[src/rtl/irq_ctl_pkg.sv]
package irq_ctl_pkg;
  // register indices on the strobe interface
  localparam int unsigned CSR_IDX = 0;
  localparam int unsigned POL_IDX = 1;
  // reset value of the polarity bit (0: active low)
  localparam logic POL_RESET = 1'b0;
endpackage

[src/rtl/irq_evt_latch.sv]
module irq_evt_latch #(
  parameter int unsigned N_EVT = 8
) (
  input  logic             clk,
  input  logic             rst,
  input  logic [N_EVT-1:0] evt_i,
  input  logic             clr_i,
  output logic [N_EVT-1:0] pend_o
);
  logic [N_EVT-1:0] pend_q;

  for (genvar i = 0; i < N_EVT; i++) begin : g_bit
    // set has priority over the read clear so a coinciding event survives
    always_ff @(posedge clk) begin
      if (rst)           pend_q[i] <= 1'b0;
      else if (evt_i[i]) pend_q[i] <= 1'b1;
      else if (clr_i)    pend_q[i] <= 1'b0;
    end

    // an event is always recorded, even during a clearing read
    a_r4_evt_kept : assert property (@(posedge clk) disable iff (rst)
      evt_i[i] |=> pend_q[i]);

    // a pending bit only drops through a clearing read
    a_r2_sticky : assert property (@(posedge clk) disable iff (rst)
      (pend_q[i] && !clr_i) |=> pend_q[i]);
  end

  assign pend_o = pend_q;
endmodule

[src/rtl/irq_csr_regs.sv]
module irq_csr_regs
  import irq_ctl_pkg::*;
#(
  parameter int unsigned N_EVT  = 8,
  parameter int unsigned ADDR_W = 2,
  localparam int unsigned DATA_W = 2 * N_EVT
) (
  input  logic              clk,
  input  logic              rst,
  input  logic              wr_i,
  input  logic              rd_i,
  input  logic [ADDR_W-1:0] addr_i,
  input  logic [DATA_W-1:0] wdata_i,
  input  logic [N_EVT-1:0]  pend_i,
  output logic [N_EVT-1:0]  en_o,
  output logic              pol_o,
  output logic              clr_o,
  output logic [DATA_W-1:0] rdata_o
);
  logic              sel_csr, sel_pol;
  logic [N_EVT-1:0]  en_q;
  logic              pol_q;
  logic [DATA_W-1:0] rdata_q;
  logic [DATA_W-1:0] rd_mux;

  assign sel_csr = (addr_i == ADDR_W'(CSR_IDX));
  assign sel_pol = (addr_i == ADDR_W'(POL_IDX));
  assign clr_o   = rd_i && sel_csr;

  always_comb begin
    rd_mux = '0;
    if (sel_csr)      rd_mux = {en_q, pend_i};
    else if (sel_pol) rd_mux[0] = pol_q;
  end

  always_ff @(posedge clk) begin
    if (rst) begin
      en_q    <= '0;
      pol_q   <= POL_RESET;
      rdata_q <= '0;
    end else begin
      // only the upper byte is writable at the control/status index
      if (wr_i && sel_csr) en_q  <= wdata_i[DATA_W-1:N_EVT];
      if (wr_i && sel_pol) pol_q <= wdata_i[0];
      if (rd_i)            rdata_q <= rd_mux;
    end
  end

  // a control/status write lands the upper byte in the enables
  a_r5_en_load : assert property (@(posedge clk) disable iff (rst)
    (wr_i && sel_csr) |=> (en_q == $past(wdata_i[DATA_W-1:N_EVT])));

  // read data holds while no read strobe is given
  a_r3_rdata_hold : assert property (@(posedge clk) disable iff (rst)
    !rd_i |=> $stable(rdata_q));

  assign en_o    = en_q;
  assign pol_o   = pol_q;
  assign rdata_o = rdata_q;
endmodule

[src/rtl/irq_pin_out.sv]
module irq_pin_out #(
  parameter int unsigned N_EVT = 8
) (
  input  logic             clk,
  input  logic             rst,
  input  logic [N_EVT-1:0] pend_i,
  input  logic [N_EVT-1:0] en_i,
  input  logic             pol_i,
  output logic             irq_o,
  output logic             oe_o
);
  logic active;
  logic irq_q, oe_q;

  assign active = |(pend_i & en_i);

  always_ff @(posedge clk) begin
    if (rst) begin
      oe_q  <= 1'b0;
      irq_q <= 1'b1;
    end else begin
      oe_q  <= active;
      // drive the asserted level while enabled, its complement otherwise
      irq_q <= active ? pol_i : ~pol_i;
    end
  end

  // enable follows the gated pending set one edge later
  a_r6_oe_on : assert property (@(posedge clk) disable iff (rst)
    (|(pend_i & en_i)) |=> oe_q);
  a_r6_oe_off : assert property (@(posedge clk) disable iff (rst)
    !(|(pend_i & en_i)) |=> !oe_q);

  // the pin shows the programmed level whenever it is driven
  a_r7_level : assert property (@(posedge clk) disable iff (rst)
    oe_q |-> (irq_q == $past(pol_i)));

  assign irq_o = irq_q;
  assign oe_o  = oe_q;
endmodule

[src/rtl/irq_ctl_top.sv]
module irq_ctl_top #(
  parameter int unsigned N_EVT  = 8,
  parameter int unsigned ADDR_W = 2,
  localparam int unsigned DATA_W = 2 * N_EVT
) (
  input  logic              clk,
  input  logic              rst,
  input  logic              reg_wr_i,
  input  logic              reg_rd_i,
  input  logic [ADDR_W-1:0] reg_addr_i,
  input  logic [DATA_W-1:0] reg_wdata_i,
  output logic [DATA_W-1:0] reg_rdata_o,
  input  logic [N_EVT-1:0]  evt_i,
  output logic              irq_o,
  output logic              irq_oe_o
);
  logic [N_EVT-1:0] pend;
  logic [N_EVT-1:0] en;
  logic             pol;
  logic             clr;

  irq_evt_latch #(.N_EVT(N_EVT)) u_latch (
    .clk    (clk),
    .rst    (rst),
    .evt_i  (evt_i),
    .clr_i  (clr),
    .pend_o (pend)
  );

  irq_csr_regs #(.N_EVT(N_EVT), .ADDR_W(ADDR_W)) u_regs (
    .clk     (clk),
    .rst     (rst),
    .wr_i    (reg_wr_i),
    .rd_i    (reg_rd_i),
    .addr_i  (reg_addr_i),
    .wdata_i (reg_wdata_i),
    .pend_i  (pend),
    .en_o    (en),
    .pol_o   (pol),
    .clr_o   (clr),
    .rdata_o (reg_rdata_o)
  );

  irq_pin_out #(.N_EVT(N_EVT)) u_pin (
    .clk    (clk),
    .rst    (rst),
    .pend_i (pend),
    .en_i   (en),
    .pol_i  (pol),
    .irq_o  (irq_o),
    .oe_o   (irq_oe_o)
  );

  // a write with no event and no clearing read leaves pending bits alone
  a_r5_low_byte_ignored : assert property (@(posedge clk) disable iff (rst)
    (reg_wr_i && !clr && (evt_i == '0)) |=> (pend == $past(pend)));

  // a polarity read never clears pending bits
  a_r8_no_clear : assert property (@(posedge clk) disable iff (rst)
    (reg_rd_i && (reg_addr_i == ADDR_W'(1)) && (evt_i == '0)) |=> (pend == $past(pend)));
endmodule

[config.mk]
export PLATFORM = sky130hd
export DESIGN_NAME = irq_ctl_top
export DESIGN_NICKNAME = d
export VERILOG_FILES = /design/src/rtl/irq_ctl_pkg.sv /design/src/rtl/irq_evt_latch.sv /design/src/rtl/irq_csr_regs.sv /design/src/rtl/irq_pin_out.sv /design/src/rtl/irq_ctl_top.sv
export SDC_FILE = /design/constraint.sdc
export NUM_CORES = 1
export LEC_CHECK = 0
export ABC_AREA = 1
export BUFFER_PORTS_ARGS = -buffer_cell sky130_fd_sc_hd__buf_2
export CORE_MARGIN = 2
export CORE_UTILIZATION = 23
export DETAILED_ROUTE_END_ITERATION = 16
export PLACE_DENSITY = 0.46
export RECOVER_POWER = 25
export SETUP_SLACK_MARGIN = 0.1
export SLEW_MARGIN = 20
export SYNTH_ARGS = -nofsm -noshare
export SYNTH_HDL_FRONTEND = slang
export SYNTH_HIERARCHICAL = 1
export SYNTH_SLANG_ARGS = --single-unit
[constraint.sdc]
create_clock -name clk -period 1.3 [get_ports clk]
set_input_delay 0.39 -clock clk [delete_from_list [all_inputs] [get_ports clk]]
set_output_delay 0.39 -clock clk [all_outputs]
set_load 0.02 [all_outputs]
# --- Yosys cells after proc, flatten, opt, wreduce, memory -nomap -nowiden ---
# Index checks and enable logic that the tools add are counted.
totals:
  regBits: 35
  input_bits: 30
  wordCells: 42
op_classes:
  eq_ne: 1
  muxes: 13
  n_bitwise: 2
  n_reduce_logical: 13
ops:
  columns: ["op", "count"]
  rows:
  - ["2-bit nonzero test", 8]
  - ["15-bit 2-to-1 mux", 1]
  - ["1-bit 2-to-1 mux", 12]
  - ["8-bit AND", 1]
  - ["8-bit OR reduction", 1]
  - ["1-bit logical AND", 3]
  - ["2-bit by 1-bit == test with 1-bit output (second input constant)", 1]
  - ["2-bit zero test", 1]
  - ["1-bit inverter", 1]

# --- Depth between registers and ports, before layout ---
# Gate-level depths: netlist of the first run.
logic_depth:
  depth_word: 4
  depth_mapped: 7
  depth_no_buf: 6

# --- Cells and area by module ---
# The synthesis of the first run kept the hierarchy.
by_module_without_submodules:
  columns: ["mod", "instances", "cells_each", "area_each_um2", "seq_area_each_um2"]
  rows:
  - ["irq_csr_regs", 1, 121, 953.4, 500.5]
  - ["irq_evt_latch", 1, 34, 269.0, 160.2]
  - ["irq_pin_out", 1, 23, 127.6, 40.0]

# --- Worst setup path before layout of the first run ---
# Ideal clock, no wire load.
synth_timing:
  path_kind: "in2reg"
  from: "input reg_addr_i[0]"
  to: "register u_latch.pend_q[0] (netlist: u_latch/pend_o[0])"
  setup_time_ns: 0.117
  arrival_time_ns: 1.040
  required_ns: 1.183
  path_slack_ns: 0.142
  cell_stages: 7
  n_path_buf: 1
  cell_sequence: "nor2_4 -> buf_6 -> inv_1 -> nor2_1 -> inv_2 -> nand2_1 -> a21oi_1"
synth_via:
  elab_chain_cells: 3
synth_lines:
  columns: ["item", "line_no", "source"]
  rows:
  - ["start, declared", "irq_ctl_top.sv:10", "input logic [ADDR_W-1:0] reg_addr_i,"]
  - ["2-bit zero test", "irq_csr_regs.sv:26", "assign sel_csr = (addr_i == ADDR_W'(CSR_IDX));"]
  - ["1-bit logical AND", "irq_csr_regs.sv:28", "assign clr_o = rd_i && sel_csr;"]
  - ["via clr", "irq_ctl_top.sv:20", "logic clr;"]
  - ["2-bit nonzero test (no line)", null, null]
  - ["end signal, assigned by index", "irq_evt_latch.sv:15", "if (rst) pend_q[i] <= 1'b0;"]
  - ["end signal, assigned by index", "irq_evt_latch.sv:16", "else if (evt_i[i]) pend_q[i] <= 1'b1;"]
  - ["end signal, assigned by index", "irq_evt_latch.sv:17", "else if (clr_i) pend_q[i] <= 1'b0;"]
  - ["end, declared", "irq_evt_latch.sv:10", "logic [N_EVT-1:0] pend_q;"]
# The timed path passes the listed nets, and every way through them passes these cells.
# A chain may end at the register's enable or synchronous reset.

# --- Final worst setup path of the first run ---
layout_timing:
  from: "register u_regs.rdata_q[11] (netlist: u_regs/rdata_o[11])"
  to: "output reg_rdata_o[11]"
layout_lines:
  columns: ["item", "line_no", "source"]
  rows:
  - ["start, declared", "irq_csr_regs.sv:23", "logic [DATA_W-1:0] rdata_q;"]
  - ["start signal, assigned", "irq_csr_regs.sv:45", "if (rd_i) rdata_q <= rd_mux;"]
  - ["end, declared", "irq_ctl_top.sv:12", "output logic [DATA_W-1:0] reg_rdata_o,"]
# No word-level cell between the ends.

==> results of run 1 <==
report_power, final:
group          internal, mW  leakage, nW  total (mW)  switching, mW
Combinational        0.0809        0.460       0.206          0.125
Clock                 0.483       0.0515       0.853          0.370
Sequential             1.12        0.287        1.15         0.0327
metrics by stage:
step / util [%] / worst slack [ps]
6_report: 31.2 / 135
5_1_grt: 31.2 / 94.0
4_1_cts: 30.8 / 103
3_5_place_dp: 29.0 / 73.1
3_3_place_gp: 29.0 / 81.0
2_1_floorplan: - / 142
logic make-up (layout without fill, tap and decap cells):
family	Yosys count	after routing	synth area share, %
simple gates	85	85	27.0
flops	35	35	51.9
compound gates	33	33	12.2
buf+inv	25	70	8.90
synthesized netlist by cell type:
master     n  area, um^2
nor2_2     2        12.5
nand2_1   43         161
dfxtp_1   35         701
nand3_1   20         100
inv_2      2        7.51
buf_6      2        22.5
nor2_4     1        11.3
clkbuf_1   1        3.75
clkinv_2   1        5.00
a21oi_1   25         125
buf_2      2        10.0
inv_1     15        56.3
o21ai_0    8        40.0
nand2_4    1        11.3
nor2_1    18        67.6
buf_4      2        15.0
state kept, by name, indices dropped and copies added (netlist names):
signal	flops
u_regs/pol_o	1
u_pin/oe_o	1
u_regs/rdata_o	16
u_latch/pend_o	8
u_pin/irq_o	1
u_regs/en_o	8
worst max path at each step:
stage / from / endpoint / slack [ps] / cells past startpoint
global placement: reg_addr_i[0] / u_regs/rdata_o[4]$_SDFFE_PP0P_ / 80 / 5
floorplan: reg_addr_i[0] / u_latch/pend_o[0]$_SDFFE_PP0P_ / 140 / 7
global route: u_regs/rdata_o[0]$_SDFFE_PP0P_ / reg_rdata_o[0] / 90 / 1
detailed placement: reg_addr_i[0] / u_latch/pend_o[2]$_SDFFE_PP0P_ / 70 / 7
finish: u_regs/rdata_o[11]$_SDFFE_PP0P_ / reg_rdata_o[11] / 140 / 1
CTS: u_regs/rdata_o[6]$_SDFFE_PP0P_ / reg_rdata_o[6] / 100 / 1
metal layers:
layer	global-route usage [%]	routed length, um
met5	0	0
met2	17.3	1550
met1	15.2	1630
met3	4.04	233
met4	4.07	15
cell type report:
type	count	area share, %
clock buffer	8	5.76
sequential	35	40.5
inverter	18	3.89
timing repair buffer	44	14.6
multi-input combinational	118	30.0
tap	72	5.19
==> metrics, run 1 <==
Die W 80.6 um; NumNets Final 252; Worst-Skew Late Latency 280 ps; DP Area 0.00162 mm^2; Seq/Total Area, Yosys 51.9%; RSZ-0062 raised after global routing true; filler-free cell count of the finished design 295; Rows 27; Net Count, Synth 208; initial antenna violation count 0; area delta synth->final 28.6%; sequential cell area 703 um^2; max incr delay on CP 330 ps; CTS root buffer clkbuf_8; worst path required time 910 ps; Crit. End Element output pin; Worst Path Max Fanout 2; GRT Resource Usage Total 11.5%; DR pass1 iterations 4; vias in the first global route 1200; Max Clock Skew 5.65 ps; FMAX 859 MHz; IO Pins 48; status finished clean; Tightest Hold Check Type in2reg; Initial Util 24.2%; most frequent cells in the layout nand2_1, dfxtp_1, buf_2; Setup CP Type reg2out; global route overflow 0; P per Cell Area 1270 mW/mm^2; crit path DAT 770 ps; Die ar. 0.00650 mm^2; Clock Sinks 35; Num CTS Buffers 5; share of layout cells above drive strength 1 25.1%; Fin Setup TNS 0 ps; synthesized flop and latch total 35; total power 2.21 mW; DRC 0; Slew HR 81.5%; Die H 80.6 um; end of the worst register-to-register path u_pin/irq_o$_SDFF_PP1_; Crit path max-delay family flip-flops; area occupied by multi-input gates 522 um^2; WHS Path Cells 3; remaining antenna violation count 0; most common cell after layout, fill and taps aside nand2_1; initial drt markers 60; Post-CTS Hold Fix Bufs 0; Avg Inst Size Synth 7.58 um^2; Period Utilization, post-route 89.6%; Synth Warn # 6; I/O Buffers 40; post-CTS setup repair buffer count 0; Clock transition at path regs 70 ps; Mapped Area 0.00135 mm^2; via count 1263; Routed WL per cell 11.6 um; clock tree buffer depth 2; Cells after DPL 287; number of distinct library cells after synthesis 16; Period minus WS final 1160 ps; R2R depth 6; Routed WL 3430 um; peak supply drop 0.000340 V; Fin Hold WS 340 ps; n_diodes 0; worst-margin pin slew 278 ps; largest net degree at the start of global routing 27; total leakage power 0.799 nW; worst path bufs/invs 1; crit path max-delay cell type dfxtp_1; global-route wire length before repair 5680 um; vias per cell 4.28; r2r setup slk 390 ps; DP HPWL 2510 um; critical path cell sequence buf_2; final hold vios 0; fillcell total 651; max_cap viols 0; CTS tree yes; max-slew violation count 0; hold path endpoint u_latch/pend_o[2]$_SDFFE_PP0P_; Core ar. 0.00557 mm^2; endpoints failing setup 0; Clock H-tree levels 2; Gate Count Post-Synth 178; GPL Wtd Cong 0.718; design area 0.00174 mm^2; worst r2r src u_regs/en_o[0]$_SDFFE_PP0P_; CTS resizes 0; Hold Crit Start evt_i[2]; startpoint types flop
Note: power is estimated with default switching activity, not from simulation.
==> run 2, diff against run 1 <==
PLACE_DENSITY = 0.51   (was 0.46)
==> run 2 against run 1 <==
Combinational power barely moved. Global-route usage barely moved. Sequential share of layout area up 0.26 points. Critical path type unchanged.
==> metrics, run 2 (synthesis gave the netlist of run 1 again) <==
worst slack at placement 55.0 ps; peak supply drop 0.000356 V; Core ar. 0.00557 mm^2; max_cap viols 0; Period minus WS final 1160 ps; startpoint types flop; total leakage power 0.785 nW; Die H 80.6 um; worst-margin pin slew 317 ps; via count 1215; n_diodes 0; global-route wire length before repair 5520 um; GPL Wtd Cong 0.755; Switch Pwr 506 uW; Period Utilization, post-route 89.0%; DR pass1 iterations 4; Crit path max-delay family flip-flops; max-slew violation count 0; r2r setup slk 340 ps; IO Pins 48; RSZ-0062 raised after global routing true; Reg power frac 55.7%; status finished clean; most common cell after layout, fill and taps aside nand2_1; most frequent cells in the layout nand2_1, dfxtp_1, a21oi_1; final hold vios 0; P per Cell Area 1190 mW/mm^2; Setup CP Type reg2out; critical path cell sequence buf_2; FMAX 864 MHz; CTS tree yes; largest net degree at the start of global routing 16; Final WS setup 142 ps; Clock transition at path regs 60 ps; Clock H-tree levels 2; remaining antenna violation count 0; initial drt markers 30; post-CTS setup repair buffer count 0; DRC 0; Pint 1.56 mW; Num CTS Buffers 5; fin util 31.1%; DP HPWL 2490 um; Clock Sinks 35; area delta synth->final 28.3%; Fin Setup TNS 0 ps; clock tree buffer depth 2; Slew HR 78.9%; Die W 80.6 um; NumNets Final 253; global route overflow 0; R2R depth 6; initial antenna violation count 0; hold path endpoint u_regs/en_o[7]$_SDFFE_PP0P_; worst r2r src u_regs/en_o[1]$_SDFFE_PP0P_; vias in the first global route 1153; Sw Share 24.5%; WL met1 1660 um; Initial Util 24.2%; crit path max-delay cell type dfxtp_1; combinational share of power 10.1%; GRT Resource Usage Total 11.5%; max reg flops 16; max incr delay on CP 330 ps; Die ar. 0.00650 mm^2; Routed WL 3280 um; share of layout cells above drive strength 1 25.7%; endpoints failing setup 0; metal3 WL 197 um; WHS Path Cells 3; Tightest Hold Check Type in2reg; vias per cell 4.13; met2 WL 1380 um; CTS root buffer clkbuf_8; I/O Buffers 40; Crit. End Element output pin; end of the worst register-to-register path u_pin/irq_o$_SDFF_PP1_; Top Layer Used met4; worst path required time 910 ps; Worst-Skew Late Latency 280 ps; worst path bufs/invs 1; clock share of power 34.2%; crit path DAT 770 ps; Routed WL per cell 11.2 um; Worst Path Max Fanout 2; Hold Crit Start reg_wdata_i[15]; Max Clock Skew 4.46 ps; Rows 27
run 2: cell types whose count changed in the layout (fill, tap and decap cells not counted), sizes merged:
cell,change
clkinvlp,+1
inv,-1
clkbuf,-1
run 2: per-layer routing:
metal	vias to the layer above	track usage [%]
met1	524	14.8
met3	3	4.04
li1	655	-
met5	-	0
met2	33	17.3
met4	0	4.58
run 2: timing repair:
item | 4_1_cts | 5_1_grt
hold buffers | 0 | 0
setup endpoints to repair | 0 | 14
endpoints found under the hold margin | 0 | 0
gates resized for setup | 0 | 18
run 2: final cells by class:
| class | instances | area, um^2 |
|---|---|---|
| Clock buffer | 6 | 72.6 |
| Fill cell | 639 | 3840 |
| Sequential cell | 35 | 706 |
| Tap cell | 72 | 90.1 |
| Inverter | 18 | 68.8 |
| Timing Repair Buffer | 45 | 268 |
| Multi-Input combinational cell | 118 | 527 |
run 2: how the worst max path moves through the flow:
stage / endpoint / startpoint / cells after the start
2_1_floorplan: u_latch/pend_o[0]$_SDFFE_PP0P_ / reg_addr_i[0] / 7
3_3_place_gp: u_regs/rdata_o[6]$_SDFFE_PP0P_ / reg_addr_i[0] / 5
3_5_place_dp: u_regs/rdata_o[7]$_SDFFE_PP0P_ / reg_addr_i[0] / 5
4_1_cts: reg_rdata_o[12] / u_regs/rdata_o[12]$_SDFFE_PP0P_ / 1
5_1_grt: reg_rdata_o[12] / u_regs/rdata_o[12]$_SDFFE_PP0P_ / 1
6_report: reg_rdata_o[3] / u_regs/rdata_o[3]$_SDFFE_PP0P_ / 1
run 2: metrics by stage:
step	cells	instance area, um^2	power [mW]	hold WS (ps)
final	294	1730	2.06	352
after global routing	294	1730	2.19	342
after CTS	294	1700	2.11	339
after detailed placement	288	1630	1.38	454
after global placement	288	1630	1.38	454
after floorplan	178	1350	1.30	453
run 2: power by group through the flow:
stage / logic, mW / clock network [mW] / registers, mW
after floorplan: 0.121 / 0 / 1.18
after global placement: 0.211 / 0 / 1.17
after detailed placement: 0.212 / 0 / 1.17
after CTS: 0.212 / 0.744 / 1.15
after global routing: 0.240 / 0.799 / 1.16
final: 0.208 / 0.706 / 1.15
==> run 3, diff against run 2 <==
SYNTH_HIERARCHICAL = default   (was 1)
==> run 3 against run 2 <==
Sequential share of layout area increased by 0.65 points. Sequential cell count is the same. Global-route usage down 0.49 points. Register-to-register slack worse by 20 ps. Critical path depth unchanged. Clock power rose by 44%. Core utilization is 0.19 points higher. Final cell count fell by 5.4%. Combinational power decreased by 9%. Wire length is 3.8% lower. Highest routed layer unchanged.
==> metrics, run 3 <==
status finished clean; critical path cell sequence buf_4; EDFF count, synth 0; Fin Hold WS 307 ps; I/O Buffers 40; r2r setup slk 320 ps; GRT Resource Usage Total 11.0%; Period minus WS final 1160 ps; global route overflow 0; max-slew violation count 0; most common cell after layout, fill and taps aside nand2_1; remaining antenna violation count 0; CTS root buffer clkbuf_8; Gate Count Post-Synth 163; Synth Warn # 0; most frequent cells in the layout nand2_1, dfxtp_1, nor2_1; clock tree buffer depth 2; Worst Path Max Fanout 2; Tightest Hold Check Type in2reg; GPL Wtd Cong 0.727; Die W 79.2 um; Crit path max-delay family flip-flops; Clock Sinks 35; WP depth 1; ys async rst share 0%; RSZ-0062 raised after global routing false; Clock transition at path regs 70 ps; vias per cell 4.08; FMAX 859 MHz; Top FF cell, synth dfxtp_1; Avg Inst Size Synth 7.98 um^2; synthesized flop and latch total 35; DP HPWL 2320 um; CTS tree yes; max reg flops 16; n_diodes 0; share of layout cells above drive strength 1 32.5%; initial drt markers 45; Crit. End Element output pin; number of distinct library cells after synthesis 19; Die ar. 0.00628 mm^2; most frequent cell after synthesis nand2_1; NumNets Final 235; Commonest cells post-synth nand2_1, dfxtp_1, nor2_1; Fin Setup TNS 0 ps; Clock H-tree levels 2; Worst-Skew Late Latency 290 ps; crit path DAT 770 ps; Seq/Total Area, Yosys 53.8%; final hold vios 0; DR pass1 iterations 2; Max Clock Skew 6.19 ps; synth top area cells dfxtp_1, nand2_1, nor2_1; DRC 0; Synth area leader dfxtp_1; Routed WL 3160 um; Initial Util 23.8%; via count 1135; Setup CP Type reg2out; Post-CTS Hold Fix Bufs 0; crit path max-delay cell type dfxtp_1; Slew HR 68.9%; Net Count, Synth 193; startpoint types flop; post-synth top area share 53.8%; Mapped Area 0.00130 mm^2; WHS Path Cells 3; Rows 27; area delta synth->final 31.4%; peak supply drop 0.000366 V; Period Utilization, post-route 89.6%; Routed WL per cell 11.3 um; initial antenna violation count 0; worst path required time 910 ps; max_cap viols 0; Num CTS Buffers 5; largest net degree at the start of global routing 19; Die H 79.2 um; worst path bufs/invs 1; post-CTS setup repair buffer count 0; P per Cell Area 1380 mW/mm^2; vias in the first global route 1103; worst-margin pin slew 467 ps; total power 2.36 mW; Core ar. 0.00547 mm^2; total leakage power 0.732 nW; R2R depth 6; IO Pins 48; max incr delay on CP 340 ps; global-route wire length before repair 5150 um; endpoints failing setup 0
run 3: cell count changes in the layout (fill, tap and decap cells not counted), moves of 2 or more:
cell      change
dfxtp_1       -2
nor2_1        +8
nand3_1      -16
nand2_1       +4
clkbuf_1      -2
buf_4         -2
inv_1        -13
o21ai_0       -5
o21ai_1       +6
a21oi_2       +8
dfxtp_2       +2
a21oi_1       -8
run 3: worst paths after layout:
check	startpoint	endpoint
worst min register to register	u_regs.rdata_o[5]$_SDFFE_PP0P_	u_regs.rdata_o[5]$_SDFFE_PP0P_
worst max-delay path	u_regs.rdata_o[0]$_SDFFE_PP0P_	reg_rdata_o[0]
worst max register to register	u_latch.pend_o[7]$_SDFFE_PP0P_	u_pin.irq_o$_SDFF_PP1_
worst min-delay path	evt_i[0]	u_latch.pend_o[0]$_SDFFE_PP0P_
run 3: repair_timing:
item                                   CTS  global route
endpoints found under the hold margin    0             0
resized for setup                        1            21
setup endpoints to repair                1            16
run 3: report_power, final:
part,internal (mW),switching [mW],leakage (nW)
combinational,0.0743,0.115,0.381
sequential,1.12,0.0314,0.289
clock,0.620,0.397,0.0612
run 3: routing by layer:
metal | vias to the layer above | wire length [um] | part of all wire (%) | global-route usage [%]
met2 | 26 | 1400 | 44 | 16.6
met5 | - | 0 | 0 | 0
met1 | 497 | 1530 | 48 | 13.5
li1 | 607 | - | - | -
met3 | 5 | 175 | 5.5 | 4.77
met4 | 0 | 57 | 1.8 | 4.66
run 3: cell type report:
cell class / count / area, um^2
Fill cell: 612 / 3760
Sequential cell: 35 / 708
Multi-Input combinational cell: 115 / 522
Timing Repair Buffer: 41 / 244
Tap cell: 72 / 90.1
Clock buffer: 6 / 82.6
Clock inverter: 2 / 35.0
Inverter: 7 / 28.8
run 3: kinds of logic after synthesis:
kind of cell,Yosys count,share of synthesized area [%]
and+or+nand+nor,81,25.3
DFF,35,53.8
AOI/OAI and AO/OA,34,16.0
buffers and inverters,13,4.90
run 3: worst min-delay path: cells and delay by family:
kind                   cells  cell delay (ps)
and+or+nand+nor            1               70
buffers and inverters      1               80
AOI/OAI and AO/OA          1               30
run 3: stage by stage:
stage               cells  instance area (um^2)  utilization, %  setup WS (ps)
finish                278                  1710            31.3            135
global route          278                  1710            31.3           72.7
CTS                   278                  1680            30.8            100
detailed placement    270                  1560            28.6           68.2
global placement      270                  1560            28.6           73.9
floorplan             163                  1300               -            273
